`config.mk`:
```
export PLATFORM = sky130hd
export DESIGN_NAME = rx_accept_filter
export DESIGN_NICKNAME = d
export VERILOG_FILES = /design/src/rtl/rxf_pkg.sv /design/src/rtl/rxf_size_check.sv /design/src/rtl/rxf_addr_match.sv /design/src/rtl/rxf_decide.sv /design/src/rtl/rx_accept_filter.sv
export SDC_FILE = /design/constraint.sdc
export NUM_CORES = 1
export LEC_CHECK = 0
export BUFFER_PORTS_ARGS = -buffer_cell sky130_fd_sc_hd__buf_2
export CAP_MARGIN = 10
export CORE_ASPECT_RATIO = 1.1
export CORE_UTILIZATION = 38
export DETAILED_ROUTE_END_ITERATION = 10
export MAX_ROUTING_LAYER = met4
export PLACE_DENSITY = 0.68
export RECOVER_POWER = 100
export SYNTH_ARGS = -nofsm -noshare
export SYNTH_HDL_FRONTEND = slang
export SYNTH_HIERARCHICAL = 1
export SYNTH_SLANG_ARGS = --single-unit
```
`constraint.sdc`:
```
create_clock -name clk -period 10.5 [get_ports clk]
set_input_delay 0.525 -clock clk [delete_from_list [all_inputs] [get_ports clk]]
set_output_delay 0.525 -clock clk [all_outputs]
set_load 0.02 [all_outputs]
```
`src/rtl/rxf_pkg.sv`:
```
package rxf_pkg;

    localparam int ADDR_W    = 48;
    localparam int STAT_W    = 16;
    localparam int MIN_FRAME = 64;
    localparam int CRC_W     = 32;
    localparam logic [CRC_W-1:0] CRC_POLY = 32'h04C1_1DB7;

    localparam logic [STAT_W-1:0] ST_GROUP   = 16'h0002;
    localparam logic [STAT_W-1:0] ST_PROMISC = 16'h0004;

    typedef enum logic [2:0] {
        V_ACCEPT,
        V_SIZE_DROP,
        V_ADDR_DROP,
        V_NO_RESOURCE,
        V_UNSUPPORTED
    } verdict_e;

    typedef struct packed {
        logic              hit;
        logic [STAT_W-1:0] flags;
    } match_t;

    // CRC-32 over the address bytes, first byte first, each byte LSB first.
    function automatic logic [CRC_W-1:0] addr_crc(input logic [ADDR_W-1:0] a);
        logic [CRC_W-1:0] c;
        logic             fb;
        c = '1;
        for (int b = 0; b < ADDR_W / 8; b++) begin
            for (int k = 0; k < 8; k++) begin
                fb = c[CRC_W-1] ^ a[ADDR_W - 8 * (b + 1) + k];
                c  = {c[CRC_W-2:0], 1'b0};
                if (fb) c = c ^ CRC_POLY;
            end
        end
        return c;
    endfunction

endpackage

```
`src/rtl/rxf_size_check.sv`:
```
module rxf_size_check #(
    parameter int LEN_W     = 16,
    parameter int MAX_FRAME = 1514
) (
    input  logic [LEN_W-1:0] len,
    input  logic             long_ok,
    output logic             is_short,
    output logic             size_drop
);
    import rxf_pkg::*;

    localparam int LONG_LIMIT = MAX_FRAME + 4;

    assign is_short  = len < LEN_W'(MIN_FRAME);
    assign size_drop = (len > LEN_W'(LONG_LIMIT)) && !long_ok;
endmodule

```
`src/rtl/rxf_addr_match.sv`:
```
module rxf_addr_match #(
    parameter int HASH_BITS = 6
) (
    input  logic [rxf_pkg::ADDR_W-1:0]  dst,
    input  logic [rxf_pkg::ADDR_W-1:0]  station,
    input  logic [(1<<HASH_BITS)-1:0]   tbl,
    input  logic                        promisc,
    output rxf_pkg::match_t             m
);
    import rxf_pkg::*;

    localparam int NBYTES = ADDR_W / 8;

    logic [NBYTES-1:0]    byte_eq;
    logic [CRC_W-1:0]     crc;
    logic [HASH_BITS-1:0] idx;
    logic                 indiv, grp, bcast, hash_hit;

    for (genvar g = 0; g < NBYTES; g++) begin : g_cmp
        assign byte_eq[g] = dst[8*g +: 8] == station[8*g +: 8];
    end

    assign indiv    = &byte_eq;
    assign grp      = dst[ADDR_W-8];
    assign bcast    = &dst;
    assign crc      = addr_crc(dst);
    assign idx      = crc[CRC_W-1 -: HASH_BITS];
    assign hash_hit = tbl[idx];

    always_comb begin
        m = '0;
        if (indiv) begin
            m.hit = 1'b1;
        end else if (bcast) begin
            m.hit   = 1'b1;
            m.flags = ST_GROUP;
        end else if (grp) begin
            if (hash_hit) begin
                m.hit   = 1'b1;
                m.flags = ST_GROUP;
            end else if (promisc) begin
                m.hit   = 1'b1;
                m.flags = ST_GROUP | ST_PROMISC;
            end
        end else if (promisc) begin
            m.hit   = 1'b1;
            m.flags = ST_PROMISC;
        end
    end
endmodule

```
`src/rtl/rxf_decide.sv`:
```
module rxf_decide (
    input  logic                        clk,
    input  logic                        rst,
    input  logic                        strobe,
    input  logic                        is_short,
    input  logic                        short_count_en,
    input  logic                        size_drop,
    input  rxf_pkg::match_t             m,
    input  logic                        ru_ready,
    input  logic                        crc_xfer,
    input  logic                        halt_req,
    output logic                        q_valid,
    output logic                        q_accept,
    output logic [rxf_pkg::STAT_W-1:0]  q_status,
    output logic                        q_short,
    output logic                        q_no_res,
    output logic                        q_suspend
);
    import rxf_pkg::*;

    verdict_e v;
    logic     acc;

    always_comb begin
        if (size_drop)      v = V_SIZE_DROP;
        else if (!m.hit)    v = V_ADDR_DROP;
        else if (!ru_ready) v = V_NO_RESOURCE;
        else if (crc_xfer)  v = V_UNSUPPORTED;
        else                v = V_ACCEPT;
    end

    assign acc = strobe && (v == V_ACCEPT);

    always_ff @(posedge clk) begin
        if (rst) begin
            q_valid   <= 1'b0;
            q_accept  <= 1'b0;
            q_status  <= '0;
            q_short   <= 1'b0;
            q_no_res  <= 1'b0;
            q_suspend <= 1'b0;
        end else begin
            q_valid   <= strobe;
            q_accept  <= acc;
            q_status  <= acc ? m.flags : '0;
            q_short   <= strobe && is_short && short_count_en;
            q_no_res  <= strobe && (v == V_NO_RESOURCE);
            q_suspend <= acc && halt_req;
        end
    end
endmodule

```
`src/rtl/rx_accept_filter.sv`:
```
module rx_accept_filter #(
    parameter int LEN_W     = 16,
    parameter int MAX_FRAME = 1514,
    parameter int HASH_BITS = 6
) (
    input  logic                    clk,
    input  logic                    rst,
    input  logic                    frm_valid,
    input  logic [LEN_W-1:0]        frm_len,
    input  logic [47:0]             frm_dst,
    input  logic [7:0]              cfg_rxmode,
    input  logic [7:0]              cfg_filter,
    input  logic [7:0]              cfg_size,
    input  logic [47:0]             station_addr,
    input  logic [(1<<HASH_BITS)-1:0] hash_tbl,
    input  logic                    ru_ready,
    input  logic [15:0]             desc_cmd,
    output logic                    res_valid,
    output logic                    res_accept,
    output logic [15:0]             res_status,
    output logic                    ev_short_err,
    output logic                    ev_good,
    output logic                    ev_resource_err,
    output logic                    ev_rnr,
    output logic                    ev_frame_rx,
    output logic                    ev_ru_suspend
);
    import rxf_pkg::*;

    localparam int BIT_SHORT_CNT = 0;
    localparam int BIT_PROMISC   = 0;
    localparam int BIT_LONG_OK   = 3;
    localparam int BIT_CRC_XFER  = 2;
    localparam int BIT_EOL       = 15;
    localparam int BIT_SUSP      = 14;

    logic   is_short, size_drop, no_res;
    match_t m;

    logic unused_bits;
    assign unused_bits = ^{cfg_rxmode[7:1], cfg_filter[7:1], cfg_size[7:4],
                           cfg_size[1:0], desc_cmd[13:0]};

    rxf_size_check #(.LEN_W(LEN_W), .MAX_FRAME(MAX_FRAME)) u_size (
        .len       (frm_len),
        .long_ok   (cfg_size[BIT_LONG_OK]),
        .is_short  (is_short),
        .size_drop (size_drop)
    );

    rxf_addr_match #(.HASH_BITS(HASH_BITS)) u_match (
        .dst     (frm_dst),
        .station (station_addr),
        .tbl     (hash_tbl),
        .promisc (cfg_filter[BIT_PROMISC]),
        .m       (m)
    );

    rxf_decide u_decide (
        .clk            (clk),
        .rst            (rst),
        .strobe         (frm_valid),
        .is_short       (is_short),
        .short_count_en (cfg_rxmode[BIT_SHORT_CNT]),
        .size_drop      (size_drop),
        .m              (m),
        .ru_ready       (ru_ready),
        .crc_xfer       (cfg_size[BIT_CRC_XFER]),
        .halt_req       (desc_cmd[BIT_EOL] | desc_cmd[BIT_SUSP]),
        .q_valid        (res_valid),
        .q_accept       (res_accept),
        .q_status       (res_status),
        .q_short        (ev_short_err),
        .q_no_res       (no_res),
        .q_suspend      (ev_ru_suspend)
    );

    assign ev_rnr          = no_res;
    assign ev_resource_err = no_res;
    assign ev_good         = res_accept;
    assign ev_frame_rx     = res_accept;
endmodule

```
==> flow_summary.ini, run 1 <==
[synthesis]
yosysTopAreaCell = xnor2_1
yosys_warnings = 6
yosys.area.top_type_share = 0.233
ys_seq_area_frac = 0.0842
ys_dominant_reg_cell = dfxtp_1
ys_ff_latch = 21
syn_avg_cell_area_um2 = 10.6
synth-edff-count = 0
ys_types = 64
async_reset_ff_frac = 0
syn_inst = 472
synth_top_cells_by_area = xnor2_1, xnor3_1, dfxtp_1
synth_area_um2 = 4990

[outcome]
violations = design-rule violations, max-capacitance violations, max-slew violations
status = complete, but fails checks

[floorplanning]
die_w_um = 111
core_um2 = 12700
rows = 43
fp.dieH_um = 122
ios = 244
initial_core_util = 0.393
die_area_um2 = 13600

[worst_setup_path]
cp_max_fo = 33
required_ns = 10.69
end_kind = flip-flop
critPathKind = input port to flip-flop
arrival_ns = 7.57
cp-start-kind = input port

[clocking]
cts_hold_buf = 0
cts_buffer_depth = 2
cts-resized-gates = 0
ctsRootBufferMaster = clkbuf_16
cts_post_setup_buffers_inserted = 0
cts_sinks = 21
cts_tree = done
h-tree-depth = 1
clk_pin_slew_ns = 0.05
cts_inserted_buffers = 3

[timing]
rsz0062_at_grt = no
setup_viol = 0
fin_crit_ns = 7.38
slew_violations = 34
fin_crit_sh = 0.703
fin_setup_tns_ns = 0
hold_viol_final = 0
worstMarginPinSlew_ns = 1.75
timing.fmax_mhz = 135
slew_headroom = -0.170

[place]
hpwl_mm = 12.0
gp_congestion = 0.908
io_buffers = 209

[routing]
drtAntennaViolNets = 0
vias = 4231
drc = 36
wire_per_inst_um = 17.4
drtIter0Drc = 293
wl_mm = 14.2
viasPerCell = 5.17
first_pass_iters = 9

[grt]
grt_overflow_total = 0
grt_pass1_vias = 4273
antenna_found_initial = 0
track_usage = 0.214
grt_pass1_wl_mm = 22.2
grt_max_degree = 34

[cells_and_area]
num_antenna_cells = 0
final_nets = 886
syn_to_final_growth_pct = 21.6
drive_above_1_share = 0.337

[job]
maxCapViolCount = 1

[hold_path]
holdCritPathClass = input port to flip-flop
hold_depth = 2
## flip-flops by register name (all words and copies together) (netlist names)
signal,count
u_decide/q_status,16
u_decide/q_accept,1
u_decide/q_no_res,1
u_decide/q_short,1
u_decide/q_suspend,1
u_decide/q_valid,1
## worst paths after layout
| path | start | to | slack (ns) |
|---|---|---|---|
| max | frm_dst[45] | u_decide/q_suspend | 3.12 |
| min | cfg_rxmode[0] | u_decide/q_short | 0.56 |
## cell usage in the layout (no fill, tap or decap), drive strengths merged, types with 2 or more instances in the layout
cell type | netlist | final
a211oi | 2 | 2
a21oi | 6 | 6
a222oi | 2 | 2
a22oi | 5 | 5
a32oi | 2 | 2
and2 | 3 | 3
and3 | 20 | 20
and3b | 2 | 2
buf | 31 | 184
clkbuf | 5 | 29
conb | 1 | 14
dfxtp | 21 | 21
ha | 3 | 3
inv | 3 | 3
mux2 | 9 | 9
mux2i | 34 | 34
nand2 | 13 | 13
nand3 | 9 | 9
nand4 | 23 | 23
nor2 | 6 | 6
nor2b | 4 | 4
nor4 | 8 | 8
o21ai | 5 | 5
or2 | 2 | 2
or4 | 2 | 2
xnor2 | 139 | 139
xnor3 | 49 | 49
xor2 | 33 | 33
xor3 | 10 | 10
## final cells by class
| class | instances | area, µm² |
|---|---|---|
| Fill cell | 1230 | 6630 |
| Inverter | 3 | 11.3 |
| Multi-Input combinational cell | 425 | 4350 |
| Tap cell | 157 | 196 |
| Timing Repair Buffer | 209 | 1010 |
| Sequential cell | 21 | 420 |
| Clock buffer | 4 | 78.8 |
## critical path, stage by stage
cell,delay [ns]
clkbuf_1,0.49
ha_1,0.39
xor2_1,0.64
xor2_1,0.33
xnor3_1,0.50
xnor3_1,0.29
xnor3_1,0.33
xor3_1,1.41
mux2_1,0.36
nor2b_1,0.06
or4bb_1,0.49
o211ai_1,0.19
o311a_1,0.25
nand2_1,0.08
nand4b_1,0.11
nor2b_1,0.77
and3_2,0.33
## cells in the mapped netlist (all sizes together), types with 6 or more instances
cell type  number
and3           20
xor2           33
nand4          23
nand2          13
dfxtp          21
nand3           9
nor2            6
mux2            9
xnor2         139
buf            31
xnor3          49
nor4            8
mux2i          34
a21oi           6
xor3           10
## stage by stage
| step | setup slack [ns] | instances | utilization | hold slack, ns | area (µm²) |
|---|---|---|---|---|---|
| floorplan | 5.46 | 485 | - | 0.678 | 5040 |
| global placement | 4.40 | 815 | 0.475 | 0.791 | 6030 |
| detailed placement | 4.28 | 815 | 0.475 | 0.813 | 6030 |
| CTS | 4.54 | 819 | 0.481 | 0.554 | 6110 |
| global route | 2.57 | 819 | 0.478 | 0.565 | 6070 |
| finish | 3.12 | 819 | 0.478 | 0.555 | 6070 |
## metal layers
| metal | share of wire | up-vias | GRT usage |
|---|---|---|---|
| met5 | 0 | - | - |
| met4 | 0.0068 | 0 | 0.0287 |
| met3 | 0.073 | 8 | 0.0224 |
| met2 | 0.51 | 196 | 0.398 |
| met1 | 0.41 | 1996 | 0.255 |
| li1 | - | 2031 | - |
## cell families (layout without fill, tap and decap cells)
logic type | count (synthesis) | in the layout | share of synthesized area
AO/OA/AOI/OAI | 32 | 32 | 0.0451
buffers and inverters | 39 | 216 | 0.0519
AND/OR/NAND/NOR | 101 | 101 | 0.127
XOR/XNOR | 231 | 231 | 0.589
adder cells (fa/ha/maj) | 3 | 3 | 0.00752
flip-flops | 21 | 21 | 0.0842
other | 1 | 14 | 0.000751
multiplexers | 44 | 44 | 0.0945
Power of run 1 is left out: the tool's default activity adds up to more than one toggle a clock period on the data nets, which glitch-free logic cannot reach.
==> run 2, diff against run 1 <==
==> constraint.sdc (replaced) <==
create_clock -name clk -period 6.94 [get_ports clk]
set_input_delay 0.347 -clock clk [delete_from_list [all_inputs] [get_ports clk]]
set_output_delay 0.347 -clock clk [all_outputs]
set_load 0.02 [all_outputs]
==> run 2 against run 1 <==
  * Via count is 0.83% lower
  * Critical endpoint unchanged
  * Highest routed layer unchanged
  * Clock-buffer cell count stayed put
  * The run ends with design-rule violations left
  * First-iteration DRC count is 26% lower
==> flow_summary.ini, run 2 (synthesized netlist as in run 1, its figures left out) <==
[floorplanning]
fp.dieH_um = 122
initial_core_util = 0.393
die_w_um = 111
core_um2 = 12700
die_area_um2 = 13600
rows = 43
ios = 244

[timing]
fin_ws_ns = 1.01
holdWs_ns = 0.366
fin_crit_sh = 0.854
slew_headroom = 0.429
hold_viol_final = 0
rsz0062_at_grt = no
fin_setup_tns_ns = 0
timing.fmax_mhz = 169
worstMarginPinSlew_ns = 0.857
slew_violations = 0
setup_viol = 0
fin_crit_ns = 5.93

[cells_and_area]
num_antenna_cells = 0
drive_above_1_share = 0.339
final_common_cell = buf_2
top_register = u_decide/q_status
final_cell_mix = buf_2, xnor2_1, xnor3_1
final_nets = 887
fillerInstances = 1238
largest_reg_flops = 16
syn_to_final_growth_pct = 21.8

[worst_setup_path]
critPathKind = input port to flip-flop
cp_max_fo = 19
arrival_ns = 6.12
end_kind = flip-flop
cp-start-kind = input port
required_ns = 7.13

[place]
place_ws_ns = 1.11
hpwl_mm = 12.0
io_buffers = 209
gp_congestion = 0.927

[routing]
first_pass_iters = 7
vias = 4196
wire_per_inst_um = 17.2
wl_mm = 14.1
drc = 36
drtAntennaViolNets = 0
drtIter0Drc = 216
viasPerCell = 5.12

[job]
maxCapViolCount = 0

[clocking]
cts_inserted_buffers = 3
cts_post_setup_buffers_inserted = 0
cts_tree = done
cts_hold_buf = 0
clk_pin_slew_ns = 0.05
ctsRootBufferMaster = clkbuf_16
cts-resized-gates = 0
cts_sinks = 21
cts_buffer_depth = 2
h-tree-depth = 1

[outcome]
violations = design-rule violations
status = complete, but fails checks

[grt]
track_usage = 0.212
grt_pass1_vias = 4358
antenna_found_initial = 0
grt_pass1_wl_mm = 22.1
grt_overflow_total = 0
grt_max_degree = 27

[hold_path]
holdCritPathClass = input port to flip-flop
==> run 2: critical path: stages <==
cell and delay, ns:
clkbuf_1 0.63, ha_1 0.42, xnor2_1 0.32, xnor2_1 0.22
xnor3_1 0.42, xnor2_1 0.36, xnor3_1 0.62, xnor2_1 0.54
xnor2_1 0.24, mux2i_2 0.24, a222oi_1 0.34, a32oi_1 0.16
a32oi_1 0.20, o311a_1 0.26, nand2_1 0.08, nand4b_1 0.14
nor2b_4 0.33, and3_2 0.23
==> run 2: path summary, 6_finish.rpt <==
check,start,to,depth (start not counted),slack (ns)
worst max-delay path,frm_dst[40],u_decide/q_suspend,18,1.01
worst min-delay path,cfg_rxmode[0],u_decide/q_short,2,0.37
==> run 2: metrics by stage <==
step | instance area [µm²] | util | instances
2_1_floorplan | 5040 | - | 485
3_3_place_gp | 6040 | 0.476 | 816
3_5_place_dp | 6040 | 0.476 | 816
4_1_cts | 6120 | 0.482 | 820
5_1_grt | 6080 | 0.479 | 820
6_report | 6080 | 0.479 | 820
==> run 2: area by class of cell <==
| type | instances | area (µm²) | share of cell area |
|---|---|---|---|
| clock buffer | 4 | 78.8 | 0.0130 |
| inverter | 3 | 11.3 | 0.00185 |
| multi-input combinational | 425 | 4350 | 0.715 |
| sequential | 21 | 420 | 0.0692 |
| tap | 157 | 196 | 0.0323 |
| timing repair buffer | 210 | 1020 | 0.168 |
==> run 2: layer usage <==
layer | vias to the layer above | part of all wire | GRT usage
li1 | 2033 | - | -
met1 | 1968 | 0.41 | 0.255
met2 | 181 | 0.51 | 0.390
met3 | 14 | 0.067 | 0.0179
met4 | 0 | 0.014 | 0.0363
met5 | - | 0 | -
Power of run 2 is left out for the same reason.
